### src/rtl/wk_pkg.sv
package wk_pkg;

    // Replay flavour selected per entry at run time.
    typedef enum logic {
        MODE_SQUASH  = 1'b0,
        MODE_DELAYED = 1'b1
    } replay_mode_e;

    // Default geometry of one entry.
    localparam int unsigned DEF_TAG_W   = 6;
    localparam int unsigned DEF_TIMER_W = 3;
    localparam int unsigned DEF_NSLOT   = 4;
    localparam int unsigned NUM_SRC     = 2;

    // What an operand should do after a kill, given the mode.
    function automatic logic wants_revalidate(replay_mode_e m);
        return m == MODE_DELAYED;
    endfunction

endpackage

### src/rtl/wk_operand.sv
module wk_operand
    import wk_pkg::*;
#(
    parameter int unsigned TAG_W   = DEF_TAG_W,
    parameter int unsigned TIMER_W = DEF_TIMER_W,
    parameter int unsigned NSLOT   = DEF_NSLOT,
    parameter int unsigned SLOT_W  = (NSLOT > 1) ? $clog2(NSLOT) : 1
) (
    input  logic               clk,
    input  logic               rst,
    input  replay_mode_e       mode,
    input  logic               alloc,
    input  logic [TAG_W-1:0]   alloc_tag,
    input  logic               alloc_rdy,
    input  logic               wake_valid,
    input  logic [TAG_W-1:0]   wake_tag,
    input  logic [TIMER_W-1:0] wake_lat,
    input  logic [SLOT_W-1:0]  wake_slot,
    input  logic               kill,
    input  logic [NSLOT-1:0]   cpl_bus,
    input  logic               poison,
    output logic               rdy,
    output logic               kill_hit
);

    typedef struct packed {
        logic [TAG_W-1:0]   tag;
        logic               rdy;
        logic [TIMER_W-1:0] tmr;
        logic [SLOT_W-1:0]  slot;
        logic               pend;   // killed, waiting for the revalidation sample
    } opnd_t;

    opnd_t cur_q, nxt;

    logic match;
    logic timer_live;
    logic reval_due;
    logic reval_ok;
    logic cpl_seen;

    always_comb begin
        match      = wake_valid && (wake_tag == cur_q.tag);
        timer_live = (cur_q.tmr != '0);
        kill_hit   = kill && cur_q.rdy && timer_live;
        cpl_seen   = cpl_bus[cur_q.slot];
        reval_due  = cur_q.pend && !timer_live;
        reval_ok   = reval_due && cpl_seen && !poison;
    end

    always_comb begin
        nxt = cur_q;
        if (alloc) begin
            nxt.tag  = alloc_tag;
            nxt.rdy  = alloc_rdy;
            nxt.tmr  = '0;
            nxt.slot = '0;
            nxt.pend = 1'b0;
        end else if (match) begin
            // Kill (if any) acts on the old state; the match overrides it.
            nxt.rdy  = 1'b1;
            nxt.tmr  = wake_lat;
            nxt.slot = wake_slot;
            nxt.pend = 1'b0;
        end else begin
            nxt.tmr = timer_live ? cur_q.tmr - 1'b1 : '0;
            if (kill_hit) begin
                nxt.rdy  = 1'b0;
                nxt.pend = wants_revalidate(mode);
            end else if (reval_due) begin
                nxt.rdy  = reval_ok;
                nxt.pend = 1'b0;
            end
        end
    end

    always_ff @(posedge clk) begin
        if (rst) begin
            cur_q <= '0;
        end else begin
            cur_q <= nxt;
        end
    end

    assign rdy = cur_q.rdy;

    // a tag match leaves the operand ready with the broadcast latency.
    a_r1_match_loads: assert property (@(posedge clk) disable iff (rst)
        (!alloc && match) |=> (cur_q.rdy && cur_q.tmr == $past(wake_lat)));

    // a kill on a ready operand with a running timer clears it.
    a_r2_kill_clears: assert property (@(posedge clk) disable iff (rst)
        (!alloc && !match && kill && cur_q.rdy && cur_q.tmr != '0) |=> !cur_q.rdy);

    // an expired timer stays at zero without a new match.
    a_r3_timer_sat: assert property (@(posedge clk) disable iff (rst)
        (!alloc && !match && cur_q.tmr == '0) |=> (cur_q.tmr == '0));

    // in squashing mode a not-ready operand waits for a broadcast.
    a_r5_squash_holds: assert property (@(posedge clk) disable iff (rst)
        (!alloc && !match && !cur_q.rdy && mode == MODE_SQUASH) |=> !cur_q.rdy);

    // a missing completion or a poison bit keeps the operand not ready.
    a_r7_no_reval: assert property (@(posedge clk) disable iff (rst)
        (!alloc && !match && !cur_q.rdy && (!cpl_bus[cur_q.slot] || poison)) |=> !cur_q.rdy);

endmodule

### src/rtl/wk_issue_ctl.sv
module wk_issue_ctl
    import wk_pkg::*;
(
    input  logic               clk,
    input  logic               rst,
    input  logic               alloc,
    input  logic [NUM_SRC-1:0] src_rdy,
    input  logic [NUM_SRC-1:0] src_killed,
    input  logic               grant,
    output logic               req
);

    logic armed_q;

    assign req = armed_q && (&src_rdy);

    always_ff @(posedge clk) begin
        if (rst) begin
            armed_q <= 1'b0;
        end else if (alloc) begin
            armed_q <= 1'b1;
        end else if (|src_killed) begin
            armed_q <= 1'b1;
        end else if (grant && req) begin
            armed_q <= 1'b0;
        end
    end

    // an issued entry stays quiet unless a kill replays it.
    a_r10_grant_disarms: assert property (@(posedge clk) disable iff (rst)
        (req && grant && !alloc && !(|src_killed)) |=> !req);

    // a kill arms the entry again.
    a_r10_kill_rearms: assert property (@(posedge clk) disable iff (rst)
        (|src_killed) |=> armed_q);

endmodule

### src/rtl/wk_entry.sv
module wk_entry
    import wk_pkg::*;
#(
    parameter int unsigned TAG_W   = DEF_TAG_W,
    parameter int unsigned TIMER_W = DEF_TIMER_W,
    parameter int unsigned NSLOT   = DEF_NSLOT,
    localparam int unsigned SLOT_W = (NSLOT > 1) ? $clog2(NSLOT) : 1
) (
    input  logic               clk,
    input  logic               rst,
    input  logic               mode_delayed,
    input  logic               alloc_valid,
    input  logic [TAG_W-1:0]   alloc_tag_l,
    input  logic [TAG_W-1:0]   alloc_tag_r,
    input  logic               alloc_rdy_l,
    input  logic               alloc_rdy_r,
    input  logic               wake_valid,
    input  logic [TAG_W-1:0]   wake_tag,
    input  logic [TIMER_W-1:0] wake_lat,
    input  logic [SLOT_W-1:0]  wake_slot,
    input  logic               kill,
    input  logic [NSLOT-1:0]   cpl_bus,
    input  logic               poison_l,
    input  logic               poison_r,
    input  logic               issue_grant,
    output logic               rdy_l,
    output logic               rdy_r,
    output logic               issue_req
);

    replay_mode_e mode;
    logic [TAG_W-1:0]   src_tag [NUM_SRC];
    logic [NUM_SRC-1:0] src_init;
    logic [NUM_SRC-1:0] src_poison;
    logic [NUM_SRC-1:0] src_rdy;
    logic [NUM_SRC-1:0] src_killed;

    assign mode       = replay_mode_e'(mode_delayed);
    assign src_tag[0] = alloc_tag_l;
    assign src_tag[1] = alloc_tag_r;
    assign src_init   = {alloc_rdy_r, alloc_rdy_l};
    assign src_poison = {poison_r, poison_l};

    for (genvar i = 0; i < NUM_SRC; i++) begin : g_src
        wk_operand #(
            .TAG_W   (TAG_W),
            .TIMER_W (TIMER_W),
            .NSLOT   (NSLOT),
            .SLOT_W  (SLOT_W)
        ) u_opnd (
            .clk        (clk),
            .rst        (rst),
            .mode       (mode),
            .alloc      (alloc_valid),
            .alloc_tag  (src_tag[i]),
            .alloc_rdy  (src_init[i]),
            .wake_valid (wake_valid),
            .wake_tag   (wake_tag),
            .wake_lat   (wake_lat),
            .wake_slot  (wake_slot),
            .kill       (kill),
            .cpl_bus    (cpl_bus),
            .poison     (src_poison[i]),
            .rdy        (src_rdy[i]),
            .kill_hit   (src_killed[i])
        );
    end

    wk_issue_ctl u_ctl (
        .clk        (clk),
        .rst        (rst),
        .alloc      (alloc_valid),
        .src_rdy    (src_rdy),
        .src_killed (src_killed),
        .grant      (issue_grant),
        .req        (issue_req)
    );

    assign rdy_l = src_rdy[0];
    assign rdy_r = src_rdy[1];

    // a request never goes out with a source missing.
    a_r9_req_needs_both: assert property (@(posedge clk) disable iff (rst)
        issue_req |-> (rdy_l && rdy_r));

    // allocation takes the initial ready bits.
    a_r12_alloc_loads: assert property (@(posedge clk) disable iff (rst)
        alloc_valid |=> (rdy_l == $past(alloc_rdy_l) && rdy_r == $past(alloc_rdy_r)));

endmodule

### config.mk
export PLATFORM = sky130hd
export DESIGN_NAME = wk_entry
export DESIGN_NICKNAME = d
export VERILOG_FILES = /design/src/rtl/wk_pkg.sv /design/src/rtl/wk_operand.sv /design/src/rtl/wk_issue_ctl.sv /design/src/rtl/wk_entry.sv
export SDC_FILE = /design/constraint.sdc
export NUM_CORES = 1
export LEC_CHECK = 0
export ABC_CLOCK_PERIOD_IN_PS = 2200
export BUFFER_PORTS_ARGS = -buffer_cell sky130_fd_sc_hd__buf_2
export CAP_MARGIN = 20
export CORE_UTILIZATION = 25
export DETAILED_ROUTE_END_ITERATION = 10
export MAX_ROUTING_LAYER = met4
export SETUP_SLACK_MARGIN = 0.02
export SYNTH_ARGS = -nofsm -noshare
export SYNTH_HDL_FRONTEND = slang
export SYNTH_SLANG_ARGS = --single-unit
export TNS_END_PERCENT = 20
### constraint.sdc
create_clock -name clk -period 2.2 [get_ports clk]
set_input_delay 0.33 -clock clk [delete_from_list [all_inputs] [get_ports clk]]
set_output_delay 0.33 -clock clk [all_outputs]
set_load 0.05 [all_outputs]
==> summary.md <==
| Metric | Value |
|---|---|
| Status | `finished, final reports clean` |
| Crit path DAT | `1.91 ns` |
| Post-synthesis sequential area ratio | `40.1%` |
| Fmax | `583 MHz` |
| CTS Buffer Depth | `2` |
| Fin. max-slew vios | `0` |
| First-pass DRT Iterations | `4` |
| Gpl congestion | `0.740` |
| Wl on met1 | `1.42 mm` |
| Area Overhead vs Synth | `24.1%` |
| Pre-CTS setup slack | `0.487 ns` |
| Routed WL per cell | `11.8 um` |
| Share of layout cells above drive strength 1 | `26.6%` |
| Clock Pin Slew Worst Setup and Hold Paths | `0.10 ns` |
| Pwr Total | `0.960 mW` |
| Hold slack | `0.282 ns` |
| Setup CP Type | `reg -> reg` |
| Switch Pwr | `0.255 mW` |
| CTS tree | `yes` |
| Number of global-route vias before repair | `1101` |
| GRT Residual Overflow | `0` |
| Post-CTS Resized | `0` |
| Yosys reg bits | `27` |
| Largest cells by area after synthesis | `dfxtp_1, mux2i_1, xnor2_1` |
| Crit. End Element | `flip-flop` |
| Final Non-Filler Cells | `262` |
| Crit path max-delay family | `simple AND/OR/NAND/NOR gates` |
| Starting Density | `26.2%` |
| Startpoint type of the worst setup path | `flip-flop` |
| Largest net degree at the start of global routing | `17` |
| DR vias | `1207` |
| Antenna violation net count after detailed routing | `0` |
| Setup violations, final | `0` |
| Post-DP HPWL | `2.43 mm` |
| Comb power frac | `16.3%` |
| Unrepaired setup endpoints after global routing | `no` |
| Setup TNS | `0 ns` |
| Avg Inst Size Synth | `8.87 um^2` |
| Sw frac | `26.6%` |
| Fin. Hold Viols | `0` |
| Synth unique cells | `31` |
| Placed insts | `258` |
| Clock latency on the worst-skew pair | `0.27 ns` |
| Cell taking the most area after synthesis | `dfxtp_1` |
| # Post-CTS Setup Buffers | `0` |
| Crit-path cells | `or4b_4 > o2bb2ai_1 > or3_1 > a221oi_2` |
| Sequential Power Share | `54.1%` |
| Via density | `4.61` |
| Total Routed Length | `3.10 mm` |
| Num rows | `26` |
| Final worst path period share | `77.9%` |
| R2R Setup Slk | `0.49 ns` |
| Root Buffer Master | `clkbuf_8` |
| Min-delay worst type | `in -> reg` |
| Minimum clock period after layout | `1.71 ns` |
| Top FF cell, synth | `dfxtp_1` |
| Buf+Inv Stages, Crit Path | `0` |
| Drt initial violations | `53` |
| Mapped Nets | `190` |
| Number of CTS-inserted buffers | `3` |
| Core area | `5140 um^2` |
| Slowest CP cell | `or4b_4` |
| Leakage Power | `0.701 nW` |
| Port Buf Inserts | `40` |
| Yosys warns | `0` |
| H-tree depth | `1` |
| Area after DPL | `1630 um^2` |
| Die Wd | `75.4 um` |
| Crit-path max cell delay | `0.55 ns` |
| DIE HEIGHT | `75.4 um` |
| Final #Nets | `231` |
| Top Metal Used | `met4` |
| Cells after synthesis | `152` |
| Internal power | `0.704 mW` |
| Design Area, Final | `1670 um^2` |
| Met2 WL | `1.51 mm` |
| Post-synth top area share | `40.1%` |
| Crit Path Max Fanout | `6` |
| First-pass GRT wire length | `5.01 mm` |
| Worst Path Required | `2.40 ns` |
| Die Area | `5690 um^2` |
| N_diodes | `0` |
| IR drop worst, VDD | `0.000214 V` |
| EDFF count, synth | `0` |
| Total GRT Usage | `12.0%` |
| Mapped Area | `1350 um^2` |
| Io pins | `41` |
| Worst setup margin | `0.486 ns` |
| Hold buffers post-CTS | `0` |
| Initial antenna violation count | `0` |
| Clock group share of total power | `29.7%` |
| FFs w/ async S/R, synth | `0%` |
| Fillers | `571` |
| Worst rel slew slack | `63.5%` |
| Metal3 WL | `140 um` |
| Pwr Density | `574 nW/um^2` |
| Finished Core Util | `32.5%` |
| Clock Sinks | `27` |
| Worst-margin pin slew | `0.543 ns` |
| Remaining DRCs | `0` |
| Max_cap viols | `0` |
| Clock Skew | `0.0108 ns` |
-- worst paths after layout --
path	startpoint	endpoint	cells past startpoint
worst min register to register	g_src[0].u_opnd.cur_q[2]	g_src[0].u_opnd.cur_q[2]	2
worst min-delay path	alloc_tag_r[3]	g_src[1].u_opnd.cur_q[10]	3
worst max-delay path	g_src[1].u_opnd.cur_q[3]	g_src[1].u_opnd.rdy	4
worst max register to register	g_src[1].u_opnd.cur_q[3]	g_src[1].u_opnd.rdy	4
-- placed cells by master (no fill, tap or decap), types with 2 or more instances in the layout --
master,n
buf_4,2
buf_2,40
nor2_1,18
a211oi_1,2
or3_1,5
nor3b_1,2
xnor2_1,12
o21ai_0,8
and3_1,2
mux2i_1,14
nand4_1,2
nand3_1,7
o21a_1,2
a21oi_1,12
clkbuf_8,3
nor4_1,2
nor3_1,6
mux4_2,2
dfxtp_1,27
inv_1,9
nand2_1,3
-- registers in the layout, indices dropped and copies added, names as in the netlist --
register	cells
g_src.u_opnd.rdy	2
g_src.u_opnd.cur_q	24
u_ctl.armed_q	1
-- worst reg2reg max path: stages, from the launching register on --
cell       delay [ns]
dfxtp_1          0.36
or4b_4           0.55
o2bb2ai_1        0.13
or3_1            0.37
a221oi_2         0.23
-- synthesized netlist by cell type, types with 3 or more instances --
library cell   n
nand3_1        7
clkbuf_1       5
or3_1          5
a21oi_1       12
xnor2_1       12
inv_1          9
nor2_1        18
dfxtp_1       27
nand2_1        3
o21ai_0        8
mux2i_1       14
nor3_1         6
-- layout make-up --
| type | count | area [um^2] | share of cell area (%) |
|---|---|---|---|
| Clock buffer | 3 | 41.3 | 2.47 |
| Timing Repair Buffer | 42 | 215 | 12.9 |
| Multi-Input combinational cell | 110 | 749 | 44.8 |
| Clock inverter | 1 | 5.00 | 0.299 |
| Sequential cell | 27 | 541 | 32.3 |
| Tap cell | 70 | 87.6 | 5.24 |
| Inverter | 9 | 33.8 | 2.02 |
-- layer usage --
| layer | track usage (%) | up-vias |
|---|---|---|
| li1 | - | 627 |
| met1 | 15.3 | 552 |
| met2 | 19.6 | 24 |
| met3 | 2.38 | 4 |
| met4 | 2.47 | 0 |
| met5 | - | - |
-- kinds of logic after synthesis --
group | share of synthesized area [%]
XOR/XNOR | 7.80
multiplexers | 13.7
buffers and inverters | 4.27
AND/OR/NAND/NOR | 19.5
flip-flops | 40.1
AO/OA/AOI/OAI | 14.6
-- power by group through the flow --
stage	Combinational [mW]	Clock [mW]	Sequential, mW
6_report	0.156	0.285	0.519
5_1_grt	0.173	0.316	0.521
4_1_cts	0.158	0.293	0.519
3_5_place_dp	0.157	0	0.530
3_3_place_gp	0.156	0	0.530
2_1_floorplan	0.0866	0	0.537
Power figures use the tool's default switching activity.
